**config.mk**
```make
export PLATFORM = sky130hd
export DESIGN_NAME = bus_master_sec_filter
export DESIGN_NICKNAME = d
export VERILOG_FILES = /design/src/rtl/bmsf_pkg.sv /design/src/rtl/bmsf_attr_lookup.sv /design/src/rtl/bmsf_irq_latch.sv /design/src/rtl/bmsf_xact_ctrl.sv /design/src/rtl/bus_master_sec_filter.sv
export SDC_FILE = /design/constraint.sdc
export NUM_CORES = 1
export LEC_CHECK = 0
export CORE_MARGIN = 5
export CORE_UTILIZATION = 32
export DETAILED_ROUTE_END_ITERATION = 16
export MAX_ROUTING_LAYER = met4
export PLACE_DENSITY_LB_ADDON = 0.05
export SLEW_MARGIN = 30
export SYNTH_ARGS = -nofsm -noshare
export SYNTH_HDL_FRONTEND = slang
export SYNTH_HIERARCHICAL = 1
export SYNTH_SLANG_ARGS = --single-unit
```
**constraint.sdc**
```tcl
create_clock -name clk -period 1.3 [get_ports clk]
set_input_delay 0.26 -clock clk [delete_from_list [all_inputs] [get_ports clk]]
set_output_delay 0.26 -clock clk [all_outputs]
set_load 0.02 [all_outputs]
```
**src/rtl/bmsf_pkg.sv**
```systemverilog
package bmsf_pkg;

  typedef enum logic [1:0] {
    ST_IDLE    = 2'd0,
    ST_FWD_REQ = 2'd1,
    ST_FWD_RSP = 2'd2,
    ST_REJ     = 2'd3
  } xact_state_e;

endpackage

```
**src/rtl/bmsf_attr_lookup.sv**
```systemverilog
module bmsf_attr_lookup #(
  parameter int AW   = 16,
  parameter int NREG = 4,
  parameter logic [NREG-1:0][AW-1:0] RGN_BASE = '0,
  parameter logic [NREG-1:0][AW-1:0] RGN_LIMIT = '0,
  parameter logic [NREG-1:0]         RGN_SEC = '0
) (
  input  logic [AW-1:0] addr,
  output logic          addr_ns
);

  logic [NREG-1:0] hit;

  for (genvar g = 0; g < NREG; g++) begin : g_rgn
    assign hit[g] = (addr >= RGN_BASE[g]) && (addr <= RGN_LIMIT[g]);
  end

  // Walk downward so the lowest-numbered matching region is the last writer.
  always_comb begin
    addr_ns = 1'b1;
    for (int i = NREG - 1; i >= 0; i--) begin
      if (hit[i]) addr_ns = ~RGN_SEC[i];
    end
  end

endmodule

```
**src/rtl/bmsf_irq_latch.sv**
```systemverilog
module bmsf_irq_latch (
  input  logic clk,
  input  logic rst_n,
  input  logic set_i,
  input  logic clr_i,
  output logic pend_o
);

  logic pend_q;

  always_ff @(posedge clk or negedge rst_n) begin
    if (!rst_n)     pend_q <= 1'b0;
    else if (set_i) pend_q <= 1'b1;
    else if (clr_i) pend_q <= 1'b0;
  end

  assign pend_o = pend_q;

  AST_IRQ_SET: assert property (@(posedge clk) disable iff (!rst_n)
    set_i |=> pend_o);

  AST_IRQ_CLR: assert property (@(posedge clk) disable iff (!rst_n)
    (clr_i && !set_i) |=> !pend_o);

  AST_IRQ_STICKY: assert property (@(posedge clk) disable iff (!rst_n)
    (pend_o && !clr_i) |=> pend_o);

endmodule

```
**src/rtl/bmsf_xact_ctrl.sv**
```systemverilog
module bmsf_xact_ctrl
  import bmsf_pkg::*;
#(
  parameter int AW = 16,
  parameter int DW = 32
) (
  input  logic          clk,
  input  logic          rst_n,
  input  logic          up_req_valid,
  output logic          up_req_ready,
  input  logic [AW-1:0] up_req_addr,
  input  logic          up_req_write,
  input  logic [DW-1:0] up_req_wdata,
  output logic          up_rsp_valid,
  input  logic          up_rsp_ready,
  output logic [DW-1:0] up_rsp_rdata,
  output logic          up_rsp_err,
  output logic          dn_req_valid,
  input  logic          dn_req_ready,
  output logic [AW-1:0] dn_req_addr,
  output logic          dn_req_write,
  output logic [DW-1:0] dn_req_wdata,
  output logic          dn_nonsec,
  input  logic          dn_rsp_valid,
  output logic          dn_rsp_ready,
  input  logic [DW-1:0] dn_rsp_rdata,
  input  logic          dn_rsp_err,
  input  logic          cfg_master_ns,
  input  logic          cfg_rej_err,
  input  logic          addr_ns,
  output logic          rej_pulse
);

  xact_state_e   st_q, st_d;
  logic [AW-1:0] addr_q;
  logic          write_q;
  logic [DW-1:0] wdata_q;
  logic          ns_q;
  logic          err_sel_q;

  logic accept;
  logic reject;

  assign accept    = up_req_valid && up_req_ready;
  assign reject    = cfg_master_ns && !addr_ns;
  assign rej_pulse = accept && reject;

  always_comb begin
    st_d = st_q;
    unique case (st_q)
      ST_IDLE:    if (accept) st_d = reject ? ST_REJ : ST_FWD_REQ;
      ST_FWD_REQ: if (dn_req_ready) st_d = ST_FWD_RSP;
      ST_FWD_RSP: if (dn_rsp_valid && up_rsp_ready) st_d = ST_IDLE;
      ST_REJ:     if (up_rsp_ready) st_d = ST_IDLE;
      default:    st_d = ST_IDLE;
    endcase
  end

  always_ff @(posedge clk or negedge rst_n) begin
    if (!rst_n) begin
      st_q      <= ST_IDLE;
      addr_q    <= '0;
      write_q   <= 1'b0;
      wdata_q   <= '0;
      ns_q      <= 1'b1;
      err_sel_q <= 1'b0;
    end else begin
      st_q <= st_d;
      if (accept) begin
        addr_q    <= up_req_addr;
        write_q   <= up_req_write;
        wdata_q   <= up_req_wdata;
        ns_q      <= addr_ns;
        err_sel_q <= cfg_rej_err;
      end
    end
  end

  assign up_req_ready = (st_q == ST_IDLE);
  assign dn_req_valid = (st_q == ST_FWD_REQ);
  assign dn_req_addr  = addr_q;
  assign dn_req_write = write_q;
  assign dn_req_wdata = wdata_q;
  assign dn_nonsec    = ns_q;
  assign dn_rsp_ready = (st_q == ST_FWD_RSP) && up_rsp_ready;

  always_comb begin
    up_rsp_valid = 1'b0;
    up_rsp_rdata = '0;
    up_rsp_err   = 1'b0;
    if (st_q == ST_REJ) begin
      up_rsp_valid = 1'b1;
      up_rsp_err   = err_sel_q;
    end else if (st_q == ST_FWD_RSP) begin
      up_rsp_valid = dn_rsp_valid;
      up_rsp_rdata = dn_rsp_rdata;
      up_rsp_err   = dn_rsp_err;
    end
  end

  AST_REJ_NO_FWD: assert property (@(posedge clk) disable iff (!rst_n)
    rej_pulse |=> (up_rsp_valid && !dn_req_valid));

  AST_REJ_ERR: assert property (@(posedge clk) disable iff (!rst_n)
    (rej_pulse && cfg_rej_err) |=> up_rsp_err);

  AST_REJ_ZERO: assert property (@(posedge clk) disable iff (!rst_n)
    rej_pulse |=> (up_rsp_rdata == '0));

  AST_FWD_NEXT: assert property (@(posedge clk) disable iff (!rst_n)
    (accept && !reject) |=> dn_req_valid);

  AST_ONE_OUT: assert property (@(posedge clk) disable iff (!rst_n)
    accept |=> !up_req_ready);

  AST_DN_HOLD: assert property (@(posedge clk) disable iff (!rst_n)
    (dn_req_valid && !dn_req_ready) |=>
      (dn_req_valid && $stable(dn_req_addr) && $stable(dn_req_wdata)));

  AST_REJ_HOLD: assert property (@(posedge clk) disable iff (!rst_n)
    (st_q == ST_REJ && !up_rsp_ready) |=> (up_rsp_valid && $stable(up_rsp_err)));

endmodule

```
**src/rtl/bus_master_sec_filter.sv**
```systemverilog
module bus_master_sec_filter #(
  parameter int AW   = 16,
  parameter int DW   = 32,
  parameter int NREG = 4,
  parameter logic [NREG-1:0][AW-1:0] RGN_BASE  = '{16'h1800, 16'h2000, 16'h1000, 16'h0000},
  parameter logic [NREG-1:0][AW-1:0] RGN_LIMIT = '{16'h37FF, 16'h2FFF, 16'h1FFF, 16'h0FFF},
  parameter logic [NREG-1:0]         RGN_SEC   = 4'b1101
) (
  input  logic          clk,
  input  logic          rst_n,
  input  logic          up_req_valid,
  output logic          up_req_ready,
  input  logic [AW-1:0] up_req_addr,
  input  logic          up_req_write,
  input  logic [DW-1:0] up_req_wdata,
  output logic          up_rsp_valid,
  input  logic          up_rsp_ready,
  output logic [DW-1:0] up_rsp_rdata,
  output logic          up_rsp_err,
  output logic          dn_req_valid,
  input  logic          dn_req_ready,
  output logic [AW-1:0] dn_req_addr,
  output logic          dn_req_write,
  output logic [DW-1:0] dn_req_wdata,
  output logic          dn_nonsec,
  input  logic          dn_rsp_valid,
  output logic          dn_rsp_ready,
  input  logic [DW-1:0] dn_rsp_rdata,
  input  logic          dn_rsp_err,
  input  logic          cfg_master_ns,
  input  logic          cfg_rej_err,
  input  logic          irq_clr,
  output logic          irq
);

  logic addr_ns;
  logic rej_pulse;

  bmsf_attr_lookup #(
    .AW       (AW),
    .NREG     (NREG),
    .RGN_BASE (RGN_BASE),
    .RGN_LIMIT(RGN_LIMIT),
    .RGN_SEC  (RGN_SEC)
  ) u_lookup (
    .addr   (up_req_addr),
    .addr_ns(addr_ns)
  );

  bmsf_xact_ctrl #(
    .AW(AW),
    .DW(DW)
  ) u_ctrl (
    .clk          (clk),
    .rst_n        (rst_n),
    .up_req_valid (up_req_valid),
    .up_req_ready (up_req_ready),
    .up_req_addr  (up_req_addr),
    .up_req_write (up_req_write),
    .up_req_wdata (up_req_wdata),
    .up_rsp_valid (up_rsp_valid),
    .up_rsp_ready (up_rsp_ready),
    .up_rsp_rdata (up_rsp_rdata),
    .up_rsp_err   (up_rsp_err),
    .dn_req_valid (dn_req_valid),
    .dn_req_ready (dn_req_ready),
    .dn_req_addr  (dn_req_addr),
    .dn_req_write (dn_req_write),
    .dn_req_wdata (dn_req_wdata),
    .dn_nonsec    (dn_nonsec),
    .dn_rsp_valid (dn_rsp_valid),
    .dn_rsp_ready (dn_rsp_ready),
    .dn_rsp_rdata (dn_rsp_rdata),
    .dn_rsp_err   (dn_rsp_err),
    .cfg_master_ns(cfg_master_ns),
    .cfg_rej_err  (cfg_rej_err),
    .addr_ns      (addr_ns),
    .rej_pulse    (rej_pulse)
  );

  bmsf_irq_latch u_irq (
    .clk   (clk),
    .rst_n (rst_n),
    .set_i (rej_pulse),
    .clr_i (irq_clr),
    .pend_o(irq)
  );

  AST_RESET_IDLE: assert property (@(posedge clk) disable iff (!rst_n)
    up_req_ready |-> (!dn_req_valid && !up_rsp_valid));

endmodule

```
==> impl_summary.log, run 1 <==
INFO  metric hold_violations = 0
INFO  metric drive_gt1_share = a little over half
INFO  metric final.min_clock_period = about 1.7 ns
INFO  metric tritoncts.num_buffers = 5
INFO  metric io_buffer_count = roughly 180
INFO  metric hold_path.class = in2async
INFO  metric placement_rows = 32
INFO  metric p_leak = roughly 2.3 nW
INFO  metric io_pins = between 150 and 200
INFO  metric core_region_area = ~7800 sq um
INFO  metric die_y = between 90 and 100 um
INFO  metric result_of_the_run = finished with violations
INFO  metric synth_nets = between 200 and 300
INFO  metric achievable-frequency = approximately 590 MHz
INFO  metric grt_usage = around 17%
INFO  metric end_kind = register
INFO  metric synth.ff_latch_count = 54
INFO  metric final.setup_skew = about 0.0035 ns
INFO  metric setup.worst_path.class = reg2reg
INFO  metric mappedNetlistArea = 2590 sq um
INFO  metric drv_slew = 0
INFO  metric max_cap_violation_count = 0
INFO  metric finalNetCount = about 470
INFO  metric synth_top_cell_by_area = dfrtp_1
INFO  metric vdd_drop_max = 1.07 mV
INFO  metric setup_violations = 90
INFO  metric antenna-diode-count = 0
INFO  metric syn_inst = approximately 170
INFO  metric whs = around 0.34 ns
INFO  metric post-place-ws = -0.491 ns
INFO  metric worst_endpoint_data_arrival_time = between 1.5 and 2 ns
INFO  metric avgRoutedWirePerCell = approximately 17 um
INFO  metric setup_ws_post_layout = -0.393 ns
INFO  metric clock_tree.root_cell = clkbuf_8
INFO  metric min_period_over_period = 130%
INFO  metric die-area = between 9000 and 10000 sq um
INFO  metric yosysWarningCount = 6
INFO  metric drt_first_pass_iters = 4
INFO  metric grt_first_pass_wirelength = about 13000 um
INFO  metric least_margin_pin_slew = slightly below 0.3 ns
INFO  metric synth.avg_cell_area = between 15 and 20 sq um
INFO  metric grt_max_degree = 35
INFO  metric gp_congestion = roughly 0.86
INFO  metric start_util = 33.1%
INFO  metric syn_to_final_growth = 94.1%
INFO  metric final.fill_count = between 600 and 700
INFO  metric power = between 0.01 and 0.015 W
INFO  metric grt_antenna_before_repair = 0
INFO  metric synth_top_area_share = 51.3%
INFO  metric hpwlAfterDp = around 6300 um
INFO  metric start_kind = register
INFO  metric worstSkewPairLatency = roughly 0.30 ns
INFO  metric cts_num_sinks = between 50 and 60
INFO  metric ys_top_cells_by_area = dfrtp_1 51%, mux2_4 28%, and2_1 8.0%
INFO  metric starting_drt_drc_count = 33
INFO  metric drc = 0
INFO  metric synthDistinctLibCells = 24
INFO  metric worst_ep_required_time = between 1 and 1.5 ns
INFO  metric totalWireLength = between 8000 and 9000 um
INFO  metric die_width = between 90 and 100 um
INFO  metric cts.htree.levels = 2
INFO  metric number_of_global_route_vias_before_repair = between 2k and 2.5k
INFO  metric synth_sequential_area_ratio = about 52%
INFO  metric unrepaired_setup_endpoints_after_global_routing = yes
INFO  metric violations = negative setup slack
INFO  metric biggest_fanout_along_the_worst_timing_path = 8
INFO  metric cts_tree = built
INFO  metric cts_buffer_depth = 2
INFO  metric antenna_violating_nets_post_route = 0
INFO  metric grt_overflow_total = 0
INFO  metric worst_slew_margin_rel = 80.5%
INFO  metric clkTransAtPathRegs = about 0.1 ns
INFO  metric dr_total_vias = 2108
INFO  metric power_per_cell_area = between 2000 and 2500 nW/um^2
INFO  metric average_vias_per_placed_instance = approximately 4.4
-- layer usage --
metal | vias up | wire, um | GRT usage (%)
met2 | 111 | 3960 | 26.6
met3 | 6 | 863 | 5.63
met1 | 1009 | 3430 | 20.5
met5 | - | 0 | -
li1 | 982 | - | -
met4 | 0 | 79 | 3.57
-- power by group --
part	leakage [nW]	switching, W	internal [W]
combinational	1.65	0.00334	0.00445
sequential	0.638	0.000466	0.00254
clock	0.0563	0.000564	0.000587
total	2.34	0.00437	0.00758
-- repair_timing --
item / CTS / global route
endpoints found under the setup margin: 142 / 142
buffers inserted: 10 / 0
pin swaps: 16 / 4
cloned: 6 / 0
hold endpoints to repair: 20 / 0
resized for setup: 310 / 68
hold buffers: 1 / 0
-- critical path, cell delays in order (launching register included) --
cell and delay, ns:
dfrtp_1 0.38, buf_4 0.18, nor3b_4 0.30, buf_12 0.17, bufbuf_16 0.26, mux2_4 0.30
-- layout make-up --
cell class | count | area, sq um | area share [%]
Clock buffer | 5 | 68.8 | 1.37
Tap cell | 102 | 128 | 2.54
Timing Repair Buffer | 212 | 2200 | 43.8
Sequential cell | 54 | 1350 | 26.9
Clock inverter | 3 | 48.8 | 0.971
Multi-Input combinational cell | 102 | 1220 | 24.3
Inverter | 1 | 3.75 | 0.0747
-- sequential cells by signal, indices dropped and copies added (netlist names) --
signal               flops
u_ctrl/dn_nonsec         1
u_ctrl/dn_req_addr      16
u_ctrl/dn_req_wdata     32
u_ctrl/dn_req_write      1
u_ctrl/err_sel_q         1
u_ctrl/st_q              2
u_irq/pend_o             1
-- cells in the mapped netlist --
| master | count |
|---|---|
| dfrtp_1 | 53 |
| mux2_4 | 48 |
| and2_1 | 33 |
| buf_12 | 5 |
| clkbuf_1 | 3 |
| mux2_2 | 3 |
| nor2b_1 | 3 |
| buf_6 | 2 |
| nand2b_1 | 2 |
| nor2_1 | 2 |
| a211o_1 | 1 |
| a21o_1 | 1 |
| a21oi_1 | 1 |
| a2bb2oi_1 | 1 |
| a31o_2 | 1 |
| and2b_1 | 1 |
| and3b_1 | 1 |
| buf_2 | 1 |
| dfstp_2 | 1 |
| inv_1 | 1 |
| mux2i_1 | 1 |
| nand2_1 | 1 |
| nand4bb_1 | 1 |
| nor3b_2 | 1 |
-- kinds of logic after synthesis --
group	after synthesis	synth area share [%]
and+or+nand+nor	45	11.2
DFF	54	52.3
buffers and inverters	12	5.51
AOI/OAI and AO/OA	5	1.50
muxes	52	29.5
-- per-stage QoR --
stage / util (%) / cell area (sq um) / TNS (ns) / instances
final: 64.3 / 5020 / -30.37 / 479
after global routing: 64.3 / 5020 / -35.07 / 479
after CTS: 65.1 / 5090 / -31.53 / 479
after detailed placement: 59.6 / 4660 / -40.31 / 455
after global placement: 59.6 / 4660 / -40.86 / 455
after floorplan: - / 2700 / -5.53 / 168
-- layout by cell type, fill, tap and decap left out, drive strengths merged --
master / n
nand4bb: 1
bufbuf: 2
dfstp: 1
a31o: 1
a2bb2oi: 1
clkdlybuf4s50: 89
and2b: 1
nor2b: 3
clkdlybuf4s15: 23
inv: 2
a21o: 1
dlygate4sd3: 1
mux2i: 1
buf: 70
and3b: 1
a21oi: 1
dfrtp: 53
nor2: 2
a211o: 1
and2: 33
nor3b: 1
mux2: 51
bufinv: 1
clkbuf: 32
clkinvlp: 1
nand2: 1
nand2b: 2
-- worst paths after layout --
check                      cells after the start                                   to                  startpoint  slack [ns]
max                                            5  u_ctrl/dn_req_wdata[31]$_DFFE_PN0P_  u_ctrl/st_q[0]$_DFFE_PN0P_       -0.39
min                                            2   u_ctrl/dn_req_wdata[0]$_DFFE_PN0P_                       rst_n        0.34
max reg2reg                                    5  u_ctrl/dn_req_wdata[31]$_DFFE_PN0P_  u_ctrl/st_q[0]$_DFFE_PN0P_       -0.39
min reg2reg                                    1             u_irq/pend_o$_DFFE_PN0P_    u_irq/pend_o$_DFFE_PN0P_        0.51
max in group asynchronous                      3         u_ctrl/dn_nonsec$_DFFE_PN1P_                       rst_n        0.47
min in group clk                               1             u_irq/pend_o$_DFFE_PN0P_    u_irq/pend_o$_DFFE_PN0P_        0.51
Power figures use the tool's default switching activity.
==> run 2: changes to the inputs <==
--- a/config.mk
+++ b/config.mk
@@ -6,7 +6,7 @@
 export NUM_CORES = 1
 export LEC_CHECK = 0
 export CORE_MARGIN = 5
-export CORE_UTILIZATION = 32
+export CORE_UTILIZATION = 35
 export DETAILED_ROUTE_END_ITERATION = 16
 export MAX_ROUTING_LAYER = met4
 export PLACE_DENSITY_LB_ADDON = 0.05
==> constraint.sdc (replaced) <==
create_clock -name clk -period 1.7 [get_ports clk]
set_input_delay 0.34 -clock clk [delete_from_list [all_inputs] [get_ports clk]]
set_output_delay 0.34 -clock clk [all_outputs]
set_load 0.02 [all_outputs]
==> impl_summary.log, run 2 (synthesis results as in run 1) <==
INFO  metric number_of_global_route_vias_before_repair = 2337 (+1.4%)
INFO  metric unrepaired_setup_endpoints_after_global_routing = yes
INFO  metric grt_max_degree = 34 (-2.9%)
INFO  metric max_cap_violation_count = 0 (unchanged)
INFO  metric final.setup_skew = 0.00793 ns (+0.00448 ns)
INFO  metric antenna-diode-count = 0 (unchanged)
INFO  metric final.min_clock_period = about 1.8 ns
INFO  metric tritoncts.num_buffers = 5 (unchanged)
INFO  metric setup.worst_path.class = reg2out
INFO  metric p_leak = 2.32 nW (-1.0%)
INFO  metric start_util = 35.9% (+2.7 points)
INFO  metric io_buffer_count = 178 (unchanged)
INFO  metric layout_common_cells = 129 x clkdlybuf4s50_1, 53 x dfrtp_1, 48 x mux2_4
INFO  metric core_region_area = 7210 sq um (-7.6%)
INFO  metric final.fill_count = 555 (-9.9%)
INFO  metric power = 0.00917 W (-23%)
INFO  metric hold_path.class = in2async
INFO  metric hold_violations = 0 (unchanged)
INFO  metric average_vias_per_placed_instance = 4.41 (+0.14%)
INFO  metric critical_path.most_common_cell = buf_6
INFO  metric least_margin_pin_slew = 0.423 ns (+0.131 ns)
INFO  metric start_kind = register
INFO  metric largest_register_ff_count = 32 (unchanged)
INFO  metric finalNetCount = 458 (-1.9%)
INFO  metric drive_gt1_share = 43.5% (-9.3 points)
INFO  metric grt_antenna_before_repair = 0 (unchanged)
INFO  metric hpwlAfterDp = 6270 um (-1.0%)
INFO  metric grt.met1_usage = 20.5% (-0.046 points)
INFO  metric cts_num_sinks = 54 (unchanged)
INFO  metric most_common_library_cell_in_the_layout_ignoring_fill_and_taps = clkdlybuf4s50_1
INFO  metric cts.htree.levels = 2 (unchanged)
INFO  metric critical-path-max-stage-delay = 0.39 ns (about the same)
INFO  metric totalWireLength = 8120 um (-2.6%)
INFO  metric die-area = 9210 sq um (-7.7%)
INFO  metric die_y = 96.0 um (-3.9%)
INFO  metric setup_violations = 33 (-63%)
INFO  metric io_pins = 179 (unchanged)
INFO  metric avgRoutedWirePerCell = 17.4 um (about the same)
INFO  metric worst_path_slowest_cell = dfrtp_1
INFO  metric result_of_the_run = finished with violations
INFO  metric antenna_violating_nets_post_route = 0 (unchanged)
INFO  metric worst_slew_margin_rel = 71.8% (-8.7 points)
INFO  metric met2_usage_grt = 29.2% (+2.6 points)
INFO  metric syn_to_final_growth = 90.7%
INFO  metric cts_buffer_depth = 2 (unchanged)
INFO  metric violations = negative setup slack
INFO  metric drc = 0 (unchanged)
INFO  metric min_period_over_period = 108%
INFO  metric dr_total_vias = 2058 (-2.4%)
INFO  metric end_kind = output port
INFO  metric worst_r2r_path_depth = 5 (unchanged)
INFO  metric gp_congestion = 0.747 (-13%)
INFO  metric grt_usage = 17.7% (+1.0 points)
INFO  metric drv_slew = 0 (unchanged)
INFO  metric worstSkewPairLatency = 0.31 ns (about the same)
INFO  metric drt_first_pass_iters = 3 (-1)
INFO  metric biggest_fanout_along_the_worst_timing_path = 8 (unchanged)
INFO  metric grt_first_pass_wirelength = 11900 um (-5.0%)
INFO  metric top_usage_layer = met2
INFO  metric setup_ws_post_layout = -0.132 ns (+0.261 ns)
INFO  metric power_per_cell_area = 1860 nW/um^2 (-22%)
INFO  metric cts_tree = built
INFO  metric clock_tree.root_cell = clkbuf_8
INFO  metric crit_path_cell_trace = and2b_2, buf_6, buf_16, and2_4, buf_6
INFO  metric placement_rows = 31 (-3.1%)
INFO  metric starting_drt_drc_count = 67 (+100%)
INFO  metric worst_ep_required_time = 1.36 ns (-0.13 ns)
INFO  metric die_width = 96.0 um (-3.9%)
INFO  metric achievable-frequency = around 550 MHz
INFO  metric fin_tns_setup = -3.27 ns (+27.09 ns)
INFO  metric vdd_drop_max = 0.888 mV (-17%)
INFO  metric grt_overflow_total = 0 (unchanged)
INFO  metric globalRouteMet3Util = 5.71% (+0.079 points)
INFO  metric worst_endpoint_data_arrival_time = 1.49 ns (-0.40 ns)
INFO  metric clkTransAtPathRegs = 0.10 ns (about the same)
run 2: final cells by class:
cell class | instances | area (sq um) | area share, %
Multi-Input combinational cell | 102 | 1190 | 24.1
Sequential cell | 54 | 1350 | 27.4
Clock buffer | 5 | 68.8 | 1.39
Tap cell | 99 | 124 | 2.51
Timing Repair Buffer | 203 | 2170 | 43.9
Clock inverter | 3 | 28.8 | 0.583
Inverter | 1 | 3.75 | 0.0761
run 2: report_power, final:
part	switching, W	internal [W]
Sequential	0.000362	0.00194
Combinational	0.00251	0.00361
Clock	0.000447	0.000306
run 2: routing by layer:
metal / wire length [um] / share of wire (%) / vias up
li1: - / - / 961
met1: 3200 / 39 / 1008
met2: 4250 / 52 / 83
met3: 580 / 7.1 / 6
met4: 91 / 1.1 / 0
met5: 0 / 0 / -
run 2: critical path: cells and delay by family (launching register included):
kind | cells | cell delay (ns)
flops | 1 | 0.39
buf+inv | 3 | 0.38
simple gates | 2 | 0.41
run 2: path summary, 6_finish.rpt:
path | end | start | slack (ns)
max | up_rsp_rdata[0] | u_ctrl/st_q[0]$_DFFE_PN0P_ | -0.13
min | u_ctrl/dn_req_addr[9]$_DFFE_PN0P_ | rst_n | 0.006
max reg2reg | u_ctrl/dn_req_wdata[18]$_DFFE_PN0P_ | u_ctrl/st_q[0]$_DFFE_PN0P_ | 0.17
min reg2reg | u_irq/pend_o$_DFFE_PN0P_ | u_irq/pend_o$_DFFE_PN0P_ | 0.49
max in group asynchronous | u_ctrl/dn_req_wdata[10]$_DFFE_PN0P_ | rst_n | 1.33
min in group clk | u_irq/pend_o$_DFFE_PN0P_ | u_irq/pend_o$_DFFE_PN0P_ | 0.49
run 2: timing repair:
item / 4_1_cts / 5_1_grt
gates cloned: 2 / 1
resized for setup: 175 / 94
hold endpoints to repair: 0 / 0
setup endpoints to repair: 38 / 47
buffers inserted: 4 / 4
pin swaps: 1 / 28
hold buffers: 0 / 0
run 2: metrics by stage:
stage / cell area, sq um / utilization [%] / hold slack, ns / cells / setup WS, ns
after floorplan: 2590 / - / 0.0444 / 168 / 0.183
after global placement: 4540 / 63.0 / 0.336 / 449 / -0.216
after detailed placement: 4540 / 63.0 / 0.347 / 449 / -0.206
after CTS: 4660 / 64.6 / 0.00205 / 463 / -0.142
after global routing: 4930 / 68.4 / 0.00156 / 467 / -0.198
final: 4930 / 68.4 / 0.00558 / 467 / -0.132
==> run 3: changes to the inputs <==
--- a/config.mk
+++ b/config.mk
@@ -5,8 +5,8 @@
 export SDC_FILE = /design/constraint.sdc
 export NUM_CORES = 1
 export LEC_CHECK = 0
-export CORE_MARGIN = 5
 export CORE_UTILIZATION = 35
+export CTS_CLUSTER_DIAMETER = 200
 export DETAILED_ROUTE_END_ITERATION = 16
 export MAX_ROUTING_LAYER = met4
 export PLACE_DENSITY_LB_ADDON = 0.05
==> impl_summary.log, run 3 (synthesis results as in run 1) <==
INFO  metric biggest_fanout_along_the_worst_timing_path = 17 (+9)
INFO  metric worst_r2r_path_depth = 5 (unchanged)
INFO  metric hold_violations = 2 (+2)
INFO  metric cts-hold-fix-buffers = 0 (unchanged)
INFO  metric worst_slew_margin_rel = 80.5% (+8.7 points)
INFO  metric drive_gt1_share = 35.4% (-8.1 points)
INFO  metric starting_drt_drc_count = 32 (-52%)
INFO  metric p_leak = 2.12 nW (-8.3%)
INFO  metric worstSkewPairLatency = 0.31 ns (about the same)
INFO  metric crit_path_end = up_rsp_rdata[17]
INFO  metric grt_first_pass_wirelength = 10400 um (-13%)
INFO  metric place.detailed.instances = 446 (-0.67%)
INFO  metric die-area = 7740 sq um (-16%)
INFO  metric drt_first_pass_iters = 4 (+1)
INFO  metric final.min_clock_period = 1.76 ns (-0.0688 ns)
INFO  metric io_pins = 179 (unchanged)
INFO  metric start_kind = register
INFO  metric drc = 0 (unchanged)
INFO  metric average_vias_per_placed_instance = 4.35 (-1.3%)
INFO  metric cts.htree.levels = 2 (unchanged)
INFO  metric syn_to_final_growth = 83.7%
INFO  metric clkTransAtPathRegs = 0.10 ns (about the same)
INFO  metric finalNetCount = 449 (-2.0%)
INFO  metric die_y = 88.0 um (-8.3%)
INFO  metric whs = -0.000450 ns (-0.00603 ns)
INFO  metric cts_buffer_depth = 2 (unchanged)
INFO  metric end_kind = output port
INFO  metric antenna_violating_nets_post_route = 0 (unchanged)
INFO  metric fin_area = 4750 sq um (-3.7%)
INFO  metric hpwlAfterDp = 5340 um (-15%)
INFO  metric setup_violations = 33 (unchanged)
INFO  metric avgRoutedWirePerCell = 15.3 um (-12%)
INFO  metric final.setup_skew = 0.0125 ns (+0.00455 ns)
INFO  metric result_of_the_run = finished with violations
INFO  metric multiInputGateArea = 1130 sq um (-4.7%)
INFO  metric most_common_library_cell_in_the_layout_ignoring_fill_and_taps = clkdlybuf4s50_1
INFO  metric worst_endpoint_data_arrival_time = 1.42 ns (-0.07 ns)
INFO  metric violations = negative hold slack, negative setup slack
INFO  metric worst_r2r_endpoint = u_ctrl/dn_req_wdata[21]$_DFFE_PN0P_
INFO  metric largest_register_ff_count = 32 (unchanged)
INFO  metric number_of_global_route_vias_before_repair = 2001 (-14%)
INFO  metric drv_slew = 0 (unchanged)
INFO  metric switching_share = 35.9% (-0.25 points)
INFO  metric power_frac_comb = 64.4% (-2.3 points)
INFO  metric stdcell_count = 455 (-2.6%)
INFO  metric final.fill_count = 503 (-9.4%)
INFO  metric die_width = 88.0 um (-8.3%)
INFO  metric post-place-ws = -0.202 ns (+0.00315 ns)
INFO  metric achievable-frequency = 567 MHz (+3.9%)
INFO  metric hold_path.class = in2async
INFO  metric grt_overflow_total = 0 (unchanged)
INFO  metric min_period_over_period = 104% (-4.0 points)
INFO  metric placement_rows = 30 (-3.2%)
INFO  metric antenna-diode-count = 0 (unchanged)
INFO  metric core_region_area = 6980 sq um (-3.2%)
INFO  metric max_cap_violation_count = 0 (unchanged)
INFO  metric worstReg2RegStart = u_ctrl/st_q[0]$_DFFE_PN0P_
INFO  metric power_per_cell_area = 1830 nW/um^2 (-1.8%)
INFO  metric power.switching = 0.00312 W (-6.0%)
INFO  metric least_margin_pin_slew = 0.292 ns (-0.131 ns)
INFO  metric clock_power_share = 9.1% (+0.9 points)
INFO  metric gp_congestion = 0.761 (+1.9%)
INFO  metric worst_ep_required_time = 1.36 ns (about the same)
INFO  metric share_seq_of_total_power = 26.5% (+1.4 points)
INFO  metric clock_tree.root_cell = clkbuf_8
INFO  metric internal_power = 0.00556 W (-5.0%)
INFO  metric layout_common_cells = 138 x clkdlybuf4s50_1, 53 x dfrtp_1, 48 x mux2_4
INFO  metric setup.worst_path.class = reg2out
INFO  metric cts_tree = built
INFO  metric vdd_drop_max = 0.894 mV (+0.68%)
INFO  metric grt_usage = 18.6% (+0.90 points)
INFO  metric ff2ff_setup_slack = 0.13 ns (-0.04 ns)
INFO  metric grt_antenna_before_repair = 0 (unchanged)
INFO  metric area.sequential = 1350 sq um (unchanged)
INFO  metric setup_ws_post_layout = -0.0630 ns (+0.0688 ns)
INFO  metric placed_cell_area = 4550 sq um (+0.19%)
INFO  metric start_util = 37.1% (+1.2 points)
INFO  metric tritoncts.num_buffers = 5 (unchanged)
INFO  metric grt_max_degree = 55 (+62%)
INFO  metric totalWireLength = 6970 um (-14%)
INFO  metric cts_num_sinks = 54 (unchanged)
INFO  metric worstSetupStartpoint = u_ctrl/st_q[0]$_DFFE_PN0P_
INFO  metric io_buffer_count = 178 (unchanged)
INFO  metric unrepaired_setup_endpoints_after_global_routing = yes
INFO  metric dr_total_vias = 1980 (-3.8%)
[run 3: cell count changes in the layout (fill, tap and decap cells not counted), moves of 2 or more]
| cell | delta |
|---|---|
| clkbuf_8 | +2 |
| and2_4 | -23 |
| buf_6 | -6 |
| and2_1 | +23 |
| buf_4 | -3 |
| clkdlybuf4s50_1 | +9 |
| dlymetal6s2s_1 | -9 |
[run 3: layout make-up]
class	count	share of cell area (%)
inverters	1	0.0790
flip-flops and latches	54	28.5
multi-input cells	102	23.8
clock buffers	7	2.03
clock inverters	1	0.184
repair buffers	194	42.9
well taps	96	2.53
[run 3: worst min path at each step]
stage / from / cells past startpoint / slack [ns] / endpoint
3_5_place_dp: rst_n / 2 / 0.36 / u_ctrl/dn_req_addr[6]$_DFFE_PN0P_
6_report: rst_n / 2 / -0.0005 / u_ctrl/dn_req_addr[10]$_DFFE_PN0P_
4_1_cts: rst_n / 2 / 0.01 / u_ctrl/dn_req_addr[6]$_DFFE_PN0P_
3_3_place_gp: rst_n / 2 / 0.36 / u_ctrl/dn_req_addr[10]$_DFFE_PN0P_
2_1_floorplan: rst_n / 0 / 0.04 / u_ctrl/dn_req_addr[0]$_DFFE_PN0P_
5_1_grt: rst_n / 2 / 0.02 / u_ctrl/dn_req_wdata[3]$_DFFE_PN0P_
[run 3: critical path, cell delays in order (launching register included)]
cell and delay (ns):
dfrtp_1 0.39, and2b_4 0.31, buf_12 0.14, and2_1 0.15
buf_6 0.12
[run 3: metal layers]
metal / global-route usage (%) / part of all wire [%] / vias to the layer above
li1: - / - / 936
met1: 22.1 / 40 / 926
met2: 29.0 / 48 / 99
met3: 5.84 / 8.5 / 19
met4: 7.60 / 2.8 / 0
met5: - / 0 / -
[run 3: stage by stage]
step / TNS [ns] / hold slack [ns] / total power, W / utilization [%]
4_1_cts: -2.23 / 0.0128 / 0.00868 / 67.5
2_1_floorplan: 0 / 0.0444 / 0.00527 / -
5_1_grt: -3.65 / 0.0152 / 0.00910 / 68.1
3_3_place_gp: -9.36 / 0.358 / 0.00766 / 65.2
3_5_place_dp: -10.80 / 0.356 / 0.00769 / 65.2
6_report: -1.57 / -0.000450 / 0.00868 / 68.1
[run 3: repair_timing]
item,CTS,global route
endpoints found under the setup margin,38,37
setup buffers,0,0
gates cloned,1,0
gates resized for setup,208,19
pin swaps,0,0
endpoints found under the hold margin,0,0
[run 3: power groups by stage]
stage	registers (W)	logic, W	clock network [W]
after floorplan	0.00305	0.00222	0
after global placement	0.00230	0.00536	0
after detailed placement	0.00231	0.00539	0
after CTS	0.00231	0.00556	0.000813
after global routing	0.00238	0.00585	0.000866
final	0.00230	0.00559	0.000786
